**src/rtl/vmx_pkg.sv**
```systemverilog
package vmx_pkg;

    typedef enum logic [2:0] {
        OP_ADD  = 3'd0,
        OP_MUL  = 3'd1,
        OP_PASS = 3'd2,
        OP_TNZ  = 3'd3,
        OP_TGE  = 3'd4,
        OP_MINV = 3'd5,
        OP_RSV6 = 3'd6,
        OP_RSV7 = 3'd7
    } vop_e;

    typedef enum logic [1:0] {
        ST_IDLE = 2'd0,
        ST_RUN  = 2'd1,
        ST_DONE = 2'd2
    } vst_e;

    function automatic logic op_is_arith(vop_e op);
        return (op == OP_ADD) || (op == OP_MUL) || (op == OP_PASS);
    endfunction

    function automatic logic op_is_test(vop_e op);
        return (op == OP_TNZ) || (op == OP_TGE);
    endfunction

endpackage

```
**src/rtl/vmx_scan.sv**
```systemverilog
// Finds the lowest set bit whose index lies in [from, lim).
module vmx_scan #(
    parameter int N  = 8,
    parameter int LW = 4
) (
    input  logic [N-1:0]  bits_i,
    input  logic [LW-1:0] from_i,
    input  logic [LW-1:0] lim_i,
    output logic          found_o,
    output logic [LW-1:0] pos_o
);
    logic [N-1:0] hit;

    genvar g;
    generate
        for (g = 0; g < N; g++) begin : g_hit
            assign hit[g] = bits_i[g] && (LW'(g) >= from_i) && (LW'(g) < lim_i);
        end
    endgenerate

    always_comb begin
        found_o = 1'b0;
        pos_o   = '0;
        for (int i = N - 1; i >= 0; i--) begin
            if (hit[i]) begin
                found_o = 1'b1;
                pos_o   = LW'(i);
            end
        end
    end
endmodule

```
**src/rtl/vmx_alu.sv**
```systemverilog
module vmx_alu
    import vmx_pkg::*;
#(
    parameter int EW = 16
) (
    input  vop_e          op_i,
    input  logic [EW-1:0] a_i,
    input  logic [EW-1:0] b_i,
    output logic [EW-1:0] res_o
);
    logic [EW-1:0] sum;
    logic [EW-1:0] prod;

    // low EW bits of a two's-complement product equal the unsigned ones
    assign sum  = a_i + b_i;
    assign prod = a_i * b_i;

    always_comb begin
        case (op_i)
            OP_ADD:  res_o = sum;
            OP_MUL:  res_o = prod;
            default: res_o = a_i;
        endcase
    end
endmodule

```
**src/rtl/vmx_test.sv**
```systemverilog
module vmx_test
    import vmx_pkg::*;
#(
    parameter int EW = 16
) (
    input  vop_e          op_i,
    input  logic [EW-1:0] a_i,
    input  logic [EW-1:0] b_i,
    output logic          bit_o
);
    always_comb begin
        if (op_i == OP_TGE) bit_o = ($signed(a_i) >= $signed(b_i));
        else                bit_o = (a_i != '0);
    end
endmodule

```
**src/rtl/vmask_exec.sv**
```systemverilog
module vmask_exec
    import vmx_pkg::*;
#(
    parameter  int NELEM = 8,
    parameter  int EW    = 16,
    localparam int IDXW  = (NELEM > 1) ? $clog2(NELEM) : 1,
    localparam int LW    = $clog2(NELEM + 1)
) (
    input  logic             clk,
    input  logic             rst_n,
    input  logic             start_i,
    input  logic [2:0]       op_i,
    input  logic             dense_i,
    input  logic [LW-1:0]    vlen_i,
    output logic [IDXW-1:0]  rd_idx_o,
    input  logic [EW-1:0]    rd_a_i,
    input  logic [EW-1:0]    rd_b_i,
    output logic             wr_en_o,
    output logic [IDXW-1:0]  wr_idx_o,
    output logic [EW-1:0]    wr_data_o,
    output logic [NELEM-1:0] mask_o,
    output logic             busy_o,
    output logic             done_o
);
    localparam logic [LW-1:0] LEN_MAX = LW'(NELEM);

    typedef struct packed {
        vst_e             st;
        vop_e             op;
        logic             dense;
        logic [LW-1:0]    vlen;
        logic [LW-1:0]    idx;
        logic [NELEM-1:0] mask;
    } ctx_t;

    ctx_t ctx_d, ctx_q;

    logic [LW-1:0]   len_in;
    logic [LW-1:0]   scan_from;
    logic [LW-1:0]   scan_lim;
    logic            scan_found;
    logic [LW-1:0]   scan_pos;
    logic [EW-1:0]   alu_res;
    logic            test_bit;
    logic [IDXW-1:0] idx_lo;
    vop_e            op_in;

    assign op_in   = vop_e'(op_i);
    assign len_in  = (vlen_i > LEN_MAX) ? LEN_MAX : vlen_i;
    assign idx_lo  = ctx_q.idx[IDXW-1:0];

    // from idle the search starts at element 0, while running it resumes past the current one
    assign scan_from = (ctx_q.st == ST_IDLE) ? '0 : (ctx_q.idx + LW'(1));
    assign scan_lim  = (ctx_q.st == ST_IDLE) ? len_in : ctx_q.vlen;

    vmx_scan #(.N(NELEM), .LW(LW)) u_scan (
        .bits_i  (ctx_q.mask),
        .from_i  (scan_from),
        .lim_i   (scan_lim),
        .found_o (scan_found),
        .pos_o   (scan_pos)
    );

    vmx_alu #(.EW(EW)) u_alu (
        .op_i  (ctx_q.op),
        .a_i   (rd_a_i),
        .b_i   (rd_b_i),
        .res_o (alu_res)
    );

    vmx_test #(.EW(EW)) u_test (
        .op_i  (ctx_q.op),
        .a_i   (rd_a_i),
        .b_i   (rd_b_i),
        .bit_o (test_bit)
    );

    always_comb begin
        ctx_d = ctx_q;
        case (ctx_q.st)
            ST_IDLE: begin
                if (start_i) begin
                    ctx_d.op    = op_in;
                    ctx_d.dense = dense_i;
                    ctx_d.vlen  = len_in;
                    ctx_d.idx   = '0;
                    if (op_is_test(op_in)) begin
                        ctx_d.mask = '0;
                        ctx_d.st   = (len_in == '0) ? ST_DONE : ST_RUN;
                    end else if (op_in == OP_MINV) begin
                        for (int i = 0; i < NELEM; i++)
                            ctx_d.mask[i] = (LW'(i) < len_in) && !ctx_q.mask[i];
                        ctx_d.st = ST_DONE;
                    end else if (op_is_arith(op_in)) begin
                        if (dense_i) begin
                            ctx_d.idx = scan_pos;
                            ctx_d.st  = scan_found ? ST_RUN : ST_DONE;
                        end else begin
                            ctx_d.st  = (len_in == '0) ? ST_DONE : ST_RUN;
                        end
                    end else begin
                        ctx_d.st = ST_DONE;
                    end
                end
            end
            ST_RUN: begin
                if (op_is_test(ctx_q.op))
                    ctx_d.mask[idx_lo] = test_bit;
                if (op_is_arith(ctx_q.op) && ctx_q.dense) begin
                    ctx_d.idx = scan_pos;
                    ctx_d.st  = scan_found ? ST_RUN : ST_DONE;
                end else if ((ctx_q.idx + LW'(1)) < ctx_q.vlen) begin
                    ctx_d.idx = ctx_q.idx + LW'(1);
                end else begin
                    ctx_d.st = ST_DONE;
                end
            end
            default: ctx_d.st = ST_IDLE;
        endcase
    end

    always_ff @(posedge clk or negedge rst_n) begin
        if (!rst_n) begin
            ctx_q <= '{st: ST_IDLE, op: OP_ADD, dense: 1'b0,
                       vlen: '0, idx: '0, mask: '0};
        end else begin
            ctx_q <= ctx_d;
        end
    end

    assign rd_idx_o  = idx_lo;
    assign wr_idx_o  = idx_lo;
    assign wr_data_o = alu_res;
    assign wr_en_o   = (ctx_q.st == ST_RUN) && op_is_arith(ctx_q.op) && ctx_q.mask[idx_lo];
    assign mask_o    = ctx_q.mask;
    assign busy_o    = (ctx_q.st == ST_RUN);
    assign done_o    = (ctx_q.st == ST_DONE);

    // ---------------- assertions ----------------
    assert_wr_gated_R5: assert property (@(posedge clk) disable iff (!rst_n)
        wr_en_o |-> (busy_o && mask_o[wr_idx_o]));

    assert_idx_in_len_R6: assert property (@(posedge clk) disable iff (!rst_n)
        busy_o |-> (ctx_q.idx < ctx_q.vlen));

    assert_dense_active_R7: assert property (@(posedge clk) disable iff (!rst_n)
        (busy_o && ctx_q.dense && op_is_arith(ctx_q.op)) |-> ctx_q.mask[idx_lo]);

    assert_scan_hit_R7: assert property (@(posedge clk) disable iff (!rst_n)
        scan_found |-> (ctx_q.mask[scan_pos[IDXW-1:0]] && (scan_pos >= scan_from)));

    assert_mask_hold_R5: assert property (@(posedge clk) disable iff (!rst_n)
        (busy_o && op_is_arith(ctx_q.op)) |=> $stable(mask_o));

    assert_start_ignored_R9: assert property (@(posedge clk) disable iff (!rst_n)
        (busy_o && start_i) |=> ($stable(ctx_q.op) && $stable(ctx_q.vlen)));

    assert_done_pulse_R11: assert property (@(posedge clk) disable iff (!rst_n)
        done_o |=> (!done_o && !busy_o));
endmodule

```
**config.mk**
```make
export PLATFORM = sky130hd
export DESIGN_NAME = vmask_exec
export DESIGN_NICKNAME = d
export VERILOG_FILES = /design/src/rtl/vmx_pkg.sv /design/src/rtl/vmx_scan.sv /design/src/rtl/vmx_alu.sv /design/src/rtl/vmx_test.sv /design/src/rtl/vmask_exec.sv
export SDC_FILE = /design/constraint.sdc
export NUM_CORES = 1
export LEC_CHECK = 0
export BUFFER_PORTS_ARGS = -buffer_cell sky130_fd_sc_hd__buf_2
export CAP_MARGIN = 20
export CORE_MARGIN = 2
export CORE_UTILIZATION = 50
export CTS_BUF_LIST = sky130_fd_sc_hd__clkbuf_8 sky130_fd_sc_hd__clkbuf_16
export DETAILED_ROUTE_END_ITERATION = 10
export HOLD_SLACK_MARGIN = 0.03
export PLACE_DENSITY = 0.69
export REMOVE_ABC_BUFFERS = 1
export SLEW_MARGIN = 25
export SYNTH_ARGS = -nofsm -noshare
export SYNTH_HDL_FRONTEND = slang
export SYNTH_SLANG_ARGS = --single-unit
```
**constraint.sdc**
```tcl
create_clock -name clk -period 8.9 [get_ports clk]
set_clock_uncertainty 0.2 [all_clocks]
set_input_delay 0.445 -clock clk [delete_from_list [all_inputs] [get_ports clk]]
set_output_delay 0.445 -clock clk [all_outputs]
set_load 0.02 [all_outputs]
```
==> After elaboration in Yosys (flattened, before gate mapping) <==
Cells that the tools add are included.
{ "totals": {"mem_bits_rw": 0, "latch_bits": 0, "in_bits": 43, "mem_count": 0, "output_inout_bits": 33, "ff_bits": 22, "word_cells": 152, "mem_bits_ro": 0} }
{ "classes": {"n_addsub": 2, "mux": 46, "n_reduce_logical": 52, "shift": 0, "n_div": 0, "multipliers": 1, "eq_ne": 16, "n_lt_le_gt_ge": 29, "bitwise": 0} }
{ "op_table": {"columns": ["cell", "n"], "rows": [
  ["4-bit 2-to-1 mux", 9],
  ["3-bit by 4-bit less-than comparator with 1-bit output (first input constant)", 8],
  ["16-bit case mux with 2 select lines", 1],
  ["1-bit logical AND", 28],
  ["3-bit 2-to-1 mux", 8],
  ["8-bit 2-to-1 mux", 3],
  ["12-bit case mux with 2 select lines", 1],
  ["22-bit 2-to-1 mux", 1],
  ["16-bit adder", 1],
  ["16-bit >= comparator", 1],
  ["3-bit by 4-bit >= comparator with 1-bit output (first input constant)", 4],
  ["1-bit by 4-bit less-than comparator with 1-bit output (first input constant)", 4],
  ["2-bit by 4-bit less-than comparator with 1-bit output (first input constant)", 4],
  ["16-bit by 16-bit multiplier with 16-bit output", 1],
  ["2-bit 2-to-1 mux", 8],
  ["16-bit nonzero test", 1],
  ["3-bit by 2-bit equality test with 1-bit output (second input constant)", 4],
  ["1-bit 2-to-1 mux", 11],
  ["3-bit equality test (second input constant)", 3],
  ["8-bit bitwise mux", 1],
  ["1-bit by 4-bit >= comparator with 1-bit output (first input constant)", 2],
  ["2-bit by 4-bit >= comparator with 1-bit output (first input constant)", 2],
  ["1-bit logical NOT", 8],
  ["3-bit by 1-bit equality test with 1-bit output (second input constant)", 2],
  ["22 further kinds", 30]
]} }

==> Logic depth before layout (Yosys ltp) <==
Gate-level depths: netlist of the first run.
{ "logic_depth": {"depth_word": 20, "mapped_depth": 22, "mapped_depth_nobuf": 21} }

==> Modules after synthesis <==
A second synthesis of the first run with hierarchy kept.
{ "hier_totals": {"hier_cells": 938, "hier_area_um2": 7533.5} }
{ "by_module_without_submodules": {"columns": ["mod", "n_inst", "area_per_inst_um2", "cells_each", "seq_area_each_um2"], "rows": [
  ["vmx_alu", 1, 4979.8, 611, 0.0],
  ["vmask_exec", 1, 1756.7, 208, 550.5],
  ["vmx_test", 1, 488.0, 68, 0.0],
  ["vmx_scan", 1, 309.0, 51, 0.0]
]} }

==> Worst setup path after synthesis of the first run <==
OpenSTA, ideal clock, no wires.
{ "synth_path": {"path_type": "input to output", "startpoint": "in rd_b_i[6]", "endpoint": "out wr_data_o[14]", "required_ns": 8.255, "path_buffers": 1, "t_arrival_ns": 5.777, "stages": 20, "slack_ns": 2.478, "path_cell_list": "clkbuf_1 > and2_1 > fa_1 > inv_1 > fa_1 > fa_1 > fa_1 > inv_1 > fa_1 > inv_1 > fa_1 > inv_1 > ha_1 > and2_1 > a31oi_1 > o21ai_0 > o41ai_1 > xnor2_1 > mux2i_1 > o21ai_0"} }
{ "synth_via": {"elab_chain_len": 2, "word_cells_on_any_way": 3, "cone_classes": "add/sub (1); mul (1); mux (1)"} }
{ "synth_lines": {"columns": ["element", "line_no", "text"], "rows": [
  ["start: declaration", "vmask_exec.sv:17", "input logic [EW-1:0] rd_b_i,"],
  ["16-bit by 16-bit multiplier with 16-bit output / 16-bit adder (equally long branches)", "vmx_alu.sv:16, vmx_alu.sv:15", null],
  ["16-bit case mux with 2 select lines *", "vmx_alu.sv:19", "case (op_i)"],
  ["end: declaration", "vmask_exec.sv:20", "output logic [EW-1:0] wr_data_o,"]
]} }
Every way passes the cells marked *; elsewhere a longest branch is shown, timed or not.

==> Final worst setup path of the first run <==
{ "layout_path": {"startpoint": "in rd_a_i[5]", "endpoint": "out wr_data_o[15]"} }
{ "layout_via": {"elab_chain_len": 2, "word_cells_on_any_way": 3, "cone_classes": "add/sub (1); mul (1); mux (1)"} }
{ "layout_lines": {"columns": ["element", "line_no", "text"], "rows": [
  ["start: declaration", "vmask_exec.sv:16", "input logic [EW-1:0] rd_a_i,"],
  ["16-bit by 16-bit multiplier with 16-bit output / 16-bit adder (equally long branches)", "vmx_alu.sv:16, vmx_alu.sv:15", null],
  ["16-bit case mux with 2 select lines *", "vmx_alu.sv:19", null]
]} }
Marked as above.

==> results.txt, run 1 <==
clock sink total -> 22
CP startpoint kind -> input pin
setup repair after global routing missed its margin -> false
Starting Density -> 50.9%
share of post-route cells with drive strength above 1 -> 9.85%
first-pass GRT wire length -> 33.1 mm
Final Max Tran Viols -> 0
Multi-input gate area -> 5980 sq um
setup TNS -> 0 ps
Unique masters post-synth -> 69
Residual DRC -> 0
worst min path class -> input pin to flip-flop
Max-Cap Viols -> 0
YS warnings -> 0
register area share after synthesis -> 7.50%
Mean Syn Cell Area -> 7.75 sq um
CP Class -> input pin to output pin
Clock Tree Buf Depth -> 2
Slew @ Worst Pin -> 923 ps
CTS Buf Count -> 3
Worst Path Required -> 8260 ps
Slew HR -> 38.5%
Post-synth EDFFs -> 0
die area -> 15700 sq um
data arrival time of the critical path -> 6260 ps
num rows -> 44
gr ovfl total -> 0
Reg area -> 551 sq um
worst-skew pair later-pin latency -> 260 ps
status -> complete, no violations
Routed WL per cell -> 17.3 um
vias in the first global route -> 6496
Syn Inst Count -> 947
largest net degree at the start of global routing -> 31
antenna cells -> 0
most used flip-flop cell after synthesis -> dfrtp_1
GRT Overall Usage -> 26.0%
drt first pass iters -> 5
fin nets -> 1186
sequential power share -> 9.2%
initial antenna violation count -> 0
post-DR vias/cell -> 5.65
final setup fails -> 0
pwr dens -> 324 nW/um^2
Setup crit end kind -> output pin
Final min period -> 6900 ps
fin crit share -> 77.6%
post-synthesis cell area -> 7340 sq um
Cell Int Power -> 0.00111 W
CTS H-tree lvls -> 1
hpwl dp -> 15.9 mm
CTS tree -> yes
drt initial violations -> 283
switching share of total power -> 55.9%
P_sw -> 0.00141 W
Total Wirelength -> 20.0 mm
post-route antenna net violation count -> 0
Placer Congestion -> 0.936
Final Hold Vio Count -> 0
Combinational Power Share -> 87.0%
Worst VDD drop -> 0.206 mV
core area -> 14400 sq um
Max FO, Critical Path -> 15
Lkg Pwr -> 3.81 nW
Yosys reg bits -> 22
Async SR Flop Fraction -> 100%
clk slew on worst S/H paths -> 60 ps
Power, Total -> 0.00252 W
fmax -> 0.145 GHz
chip height -> 125 um
CTS root buf -> clkbuf_16
fillcell total -> 1444
number of buffers added on ports -> 75
postcts setup bufs -> 0
die width -> 125 um
Vias -> 6543
IO Pins -> 76
clock network power share -> 3.8%
Syn-to-layout area delta -> 5.98%
## worst paths after layout
kind                                         start                       to  slack [ps]  cells after the start
max                                      rd_a_i[5]            wr_data_o[15]        2000                     21
min                                        dense_i    ctx_q[16]$_DFFE_PN0P_         280                      2
max reg2reg                rd_idx_o[0]$_DFFE_PN0P_  rd_idx_o[2]$_DFFE_PN0P_        5360                      9
min reg2reg                  ctx_q[12]$_DFFE_PN0P_    ctx_q[12]$_DFFE_PN0P_         310                      2
max in group asynchronous                    rst_n    ctx_q[19]$_DFFE_PN0P_        7650                      2
min in group asynchronous                    rst_n    mask_o[2]$_DFFE_PN0P_         500                      2
## power by group through the flow
stage	sequential, W	clock (W)	combinational [W]
after floorplan	0.000256	0	0.00161
after global placement	0.000232	0	0.00216
after detailed placement	0.000233	0	0.00218
after CTS	0.000232	0.0000965	0.00219
after global routing	0.000242	0.0000991	0.00247
final	0.000233	0.0000962	0.00219
## registers in the layout (all words and copies together), names as in the netlist
name,count
ctx_q,11
mask_o,8
rd_idx_o,3
## metal layers
| metal | GRT usage, % | up-vias | wire length (um) |
|---|---|---|---|
| met4 | 6.21 | 0 | 461 |
| met5 | 0 | - | 0 |
| met2 | 45.1 | 230 | 9660 |
| met1 | 34.4 | 3126 | 8540 |
| met3 | 3.59 | 36 | 1340 |
| li1 | - | 3151 | - |
## Yosys cell counts (6+ instances only)
master | instances | area, sq um
inv_1 | 144 | 541
nand2_1 | 118 | 443
ha_1 | 86 | 1080
fa_1 | 80 | 1600
and2_1 | 58 | 363
nor2_1 | 53 | 199
o21ai_0 | 48 | 240
a21oi_1 | 40 | 200
xnor2_1 | 37 | 324
nor3_1 | 33 | 165
clkbuf_1 | 32 | 120
dfrtp_1 | 22 | 551
xor2_1 | 15 | 131
buf_4 | 14 | 105
nand2b_1 | 11 | 68.8
nand3_1 | 11 | 55.1
o21a_1 | 10 | 75.1
a31oi_1 | 8 | 50.1
mux2i_1 | 8 | 80.1
nor2b_1 | 8 | 50.1
o32ai_1 | 8 | 70.1
or3_1 | 7 | 43.8
o31ai_1 | 6 | 45.0
## worst max-delay path, stage by stage
cell	delay, ps
buf_2	300
ha_1	310
xnor2_1	100
ha_1	180
a31oi_1	300
fa_1	500
fa_1	480
fa_1	510
inv_1	60
fa_1	530
inv_1	50
fa_1	520
inv_1	40
ha_1	350
and2_1	210
o21a_1	190
nor3_1	420
nor3_1	110
nand3b_1	200
a31oi_1	210
buf_2	210
## cells by family (layout without fill, tap and decap cells)
| kind of cell | count (synthesis) | after routing | synth area share (%) |
|---|---|---|---|
| buf+inv | 197 | 225 | 10.9 |
| simple gates | 322 | 322 | 21.3 |
| compound gates | 176 | 176 | 15.7 |
| fa+ha+maj | 166 | 166 | 36.5 |
| mux | 11 | 11 | 1.55 |
| xor+xnor | 53 | 53 | 6.51 |
| flops | 22 | 22 | 7.50 |
## timing repair
action / CTS / global route
endpoints found under the hold margin: 22 / 0
hold buffers: 1 / 0
gates resized for setup: 0 / 0
## placed cells by master (no fill, tap or decap), types with 6 or more instances in the layout
cell type / count
o21a_1: 10
nor2b_1: 8
dfrtp_1: 22
xor2_1: 15
a21oi_1: 40
and2_1: 58
o21ai_0: 48
buf_2: 75
fa_1: 80
nand3_1: 11
xnor2_1: 37
a31oi_1: 8
or3_1: 7
nor3_1: 33
nor2_1: 53
mux2i_1: 8
o31ai_1: 6
o32ai_1: 8
nand2_1: 118
nand2b_1: 11
ha_1: 86
inv_1: 144
## final cells by class
cell class	instances	area share, %
Clock buffer	3	0.965
Timing Repair Buffer	77	5.05
Tap cell	184	2.96
Multi-Input combinational cell	728	76.9
Inverter	145	7.00
Sequential cell	22	7.08
## through the flow
step	hold slack (ps)	setup slack, ps	instance area [sq um]	std cells	utilization (%)
final	285	2000	7780	1159	53.9
after global routing	301	1700	7780	1159	53.9
after CTS	283	2070	7780	1159	53.9
after detailed placement	251	2100	7690	1155	53.3
after global placement	252	2160	7690	1155	53.3
after floorplan	-50.6	2650	7080	895	-
No activity file was read; power rests on OpenSTA's default activity.
==> inputs of run 2 (changes only) <==
ABC_AREA = 1   (was unset)
PLACE_DENSITY = 0.72   (was 0.69)
clock period = 5.9 ns   (was 8.9 ns; I/O delays follow)
==> run 2 against run 1 <==
Total power is 72% higher. Clock power is 100% higher. Critical path depth is 3 higher. Worst hold slack worse by 210 ps. Clock-buffer cell count stayed put. Wire length is 13% higher. Register-to-register slack worse by 2000 ps. Core utilization is 5.3 points higher. Die area is 6.6% higher. Largest cell class unchanged.
==> results.txt, run 2 <==
CP startpoint kind -> input pin
Final Max Tran Viols -> 0 (unchanged)
area leader, netlist -> fa_1
largest net degree at the start of global routing -> 23 (-26%)
Unique masters post-synth -> 46 (-33%)
postcts setup bufs -> 0 (unchanged)
met1 wire length -> 10.4 mm (+22%)
Async SR Flop Fraction -> 100% (unchanged)
vias in the first global route -> 7617 (+17%)
clk slew on worst S/H paths -> 60 ps (about the same)
Final Hold Vio Count -> 0 (unchanged)
setup repair after global routing missed its margin -> true
most used flip-flop cell after synthesis -> dfrtp_1
worst r2r src -> rd_idx_o[0]$_DFFE_PN0P_
Setup crit end kind -> output pin
Final min period -> 5720 ps
Hold Startpoint -> op_i[1]
Syn Inst Count -> 1233 (+30%)
Clock Tree Buf Depth -> 2 (unchanged)
worst min path class -> input pin to flip-flop
post-DR vias/cell -> 5.14 (-9.0%)
Worst Path Required -> 5410 ps (-2850 ps)
sequential power share -> 7.4% (-1.8 points)
antenna cells -> 0 (unchanged)
Slew HR -> 46.4% (+7.9 points)
Lkg Pwr -> 5.43 nW (+42%)
data arrival time of the critical path -> 5230 ps (-1030 ps)
CP Class -> input pin to output pin
Total Wirelength -> 22.5 mm (+13%)
IO Pins -> 76 (unchanged)
drt initial violations -> 650 (+130%)
post-route antenna net violation count -> 0 (unchanged)
die area -> 16700 sq um (+6.6%)
pwr dens -> 480 nW/um^2 (+48%)
number of buffers added on ports -> 75 (unchanged)
hold endpoint -> ctx_q[18]$_DFFE_PN0P_
status -> complete, no violations
Placer Congestion -> 0.968 (+3.4%)
hpwl dp -> 18.9 mm (+19%)
routed length on met3 -> 1.42 mm (+5.8%)
num rows -> 45 (+2.3%)
top area cells in the synthesized netlist -> fa_1 (20%), nand2_1 (16%), inv_1 (15%)
YS warnings -> 0 (unchanged)
commonest non-fill, non-tap cell in the layout -> nand2_1
most frequent cells after synthesis -> nand2_1 (344), inv_1 (311), ha_1 (86), fa_1 (80), nand3_1 (79)
CTS H-tree lvls -> 1 (unchanged)
most frequent cells in the layout -> nand2_1 (342), inv_1 (305), nand3_1 (75), fa_1 (75), ha_1 (74)
Routed WL per cell -> 14.7 um (-15%)
final instance area -> 9030 sq um (+16%)
GRT Overall Usage -> 28.0% (+2.0 points)
worst-skew pair later-pin latency -> 260 ps (about the same)
placed insts -> 1531 (+33%)
Mean Syn Cell Area -> 6.36 sq um (-18%)
Max FO, Critical Path -> 4 (-11)
fin crit share -> 97.0%
clock network power share -> 4.5% (+0.7 points)
max reg flops -> 11 (unchanged)
CTS Buf Count -> 3 (unchanged)
met2 routed WL -> 10.2 mm (+5.4%)
Max-Cap Viols -> 0 (unchanged)
final setup fails -> 0 (unchanged)
Cell Int Power -> 0.00184 W (+66%)
Syn-to-layout area delta -> 15.1%
Synth top area share -> 20.4% (-1.4 points)
fin nets -> 1535 (+29%)
CTS tree -> yes
first-pass GRT wire length -> 37.3 mm (+13%)
Combinational Power Share -> 88.2% (+1.2 points)
share of post-route cells with drive strength above 1 -> 16.4% (+6.5 points)
P_sw -> 0.00249 W (+77%)
clock sink total -> 22 (unchanged)
PnR worst setup slack -> 178 ps (-1820 ps)
Post-DP Area -> 8680 sq um (+13%)
most flop-heavy register -> ctx_q
Worst VDD drop -> 0.388 mV (+88%)
gr ovfl total -> 0 (unchanged)
uppermost layer routed -> met4
worst r2r dst -> rd_idx_o[2]$_DFFE_PN0P_
post-synthesis cell area -> 7840 sq um (+6.9%)
Slew @ Worst Pin -> 801 ps (-122 ps)
Finished Layout Cells -> 1536 (+33%)
chip height -> 129 um (+3.3%)
worst r2r path cells -> 13 (+4)
Setup WS pre-CTS -> -134 ps (-2240 ps)
worst reg-to-reg setup slack -> 3360 ps (-2000 ps)
register area share after synthesis -> 7.02% (-0.48 points)
most frequent cell after synthesis -> nand2_1
CTS root buf -> clkbuf_16
Vias -> 7893 (+21%)
fillcell total -> 1489 (+3.1%)
drt first pass iters -> 5 (unchanged)
Post-synth EDFFs -> 0 (unchanged)
Residual DRC -> 0 (unchanged)
initial antenna violation count -> 0 (unchanged)
Starting Density -> 51.4% (+0.51 points)
worst hold stages -> 3 (+1)
switching share of total power -> 57.5% (+1.6 points)
core area -> 15300 sq um (+5.8%)
Yosys reg bits -> 22 (unchanged)
die width -> 129 um (+3.3%)
fmax -> 0.175 GHz
run 2: cell types whose count changed in the layout (fill, tap and decap cells not counted), sizes merged, moves of 14 or more:
cell	delta
xnor2	-36
xor2	-14
o21ai	-15
buf	+54
nand3	+74
a21oi	+16
nand2	+238
nor3	-18
and2	-58
inv	+175
run 2: cells by family (layout without fill, tap and decap cells):
logic type / Yosys count / count (layout) / synth area share [%]
fa+ha+maj: 166 / 166 / 34.1
buf+inv: 365 / 457 / 18.4
simple gates: 540 / 540 / 30.0
flops: 22 / 22 / 7.02
xor+xnor: 2 / 2 / 0.223
compound gates: 138 / 138 / 10.1
run 2: what timing repair did:
action | 4_1_cts | 5_1_grt
pin swaps | 13 | 25
hold buffers | 1 | 0
hold endpoints to repair | 22 | 0
resized for setup | 16 | 44
setup endpoints to repair | 2 | 5
run 2: metal layers:
layer | up-vias | global-route usage (%)
met3 | 44 | 2.11
met2 | 292 | 46.7
met5 | - | 0
met1 | 3629 | 39.8
met4 | 0 | 6.39
li1 | 3928 | -
run 2: how the worst max path moves through the flow:
stage / startpoint / cells after the start / slack, ps / to
6_report: rd_a_i[5] / 24 / 180 / wr_data_o[14]
3_3_place_gp: rd_a_i[4] / 21 / -80 / wr_data_o[14]
4_1_cts: rd_a_i[6] / 27 / 8 / wr_data_o[15]
2_1_floorplan: rd_a_i[6] / 23 / 350 / wr_data_o[15]
3_5_place_dp: rd_b_i[6] / 23 / -130 / wr_data_o[14]
5_1_grt: rd_a_i[6] / 27 / -40 / wr_data_o[12]
run 2: final cells by class:
cell class	count	area, sq um	area share [%]
multi-input combinational	846	6050	67.0
inverter	320	1200	13.3
timing repair buffer	133	861	9.53
sequential	22	551	6.10
tap	211	264	2.92
clock buffer	3	75.1	0.831
clock inverter	1	30.0	0.333
run 2: power groups by stage:
stage	Clock (W)	Sequential, W	Combinational (W)
6_report	0.000194	0.000319	0.00382
5_1_grt	0.000200	0.000330	0.00433
4_1_cts	0.000197	0.000315	0.00358
3_5_place_dp	0	0.000317	0.00336
3_3_place_gp	0	0.000317	0.00333
2_1_floorplan	0	0.000356	0.00228
run 2: worst max-delay path, cell delays in order:
cell and delay, ps:
buf_4 140, ha_2 180, inv_2 60, xor2_1 180
ha_2 200, o21bai_1 100, inv_1 70, fa_1 590
fa_2 440, fa_1 490, inv_1 60, fa_1 520
inv_1 50, fa_1 490, inv_2 50, ha_4 260
inv_1 60, nor4_4 280, nand3_1 110, nand3_1 170
a21oi_2 80, o21ai_2 70, nand3_2 130, buf_6 150
run 2: through the flow:
| stage | power (W) | util, % | TNS [ps] | hold slack [ps] |
|---|---|---|---|---|
| 5_1_grt | 0.00486 | 59.2 | -53.5 | 113 |
| 3_3_place_gp | 0.00364 | 56.9 | -101 | 99.4 |
| 4_1_cts | 0.00409 | 58.1 | 0 | 69.5 |
| 6_report | 0.00433 | 59.2 | 0 | 76.1 |
| 2_1_floorplan | 0.00263 | - | 0 | -201 |
| 3_5_place_dp | 0.00368 | 56.9 | -239 | 104 |
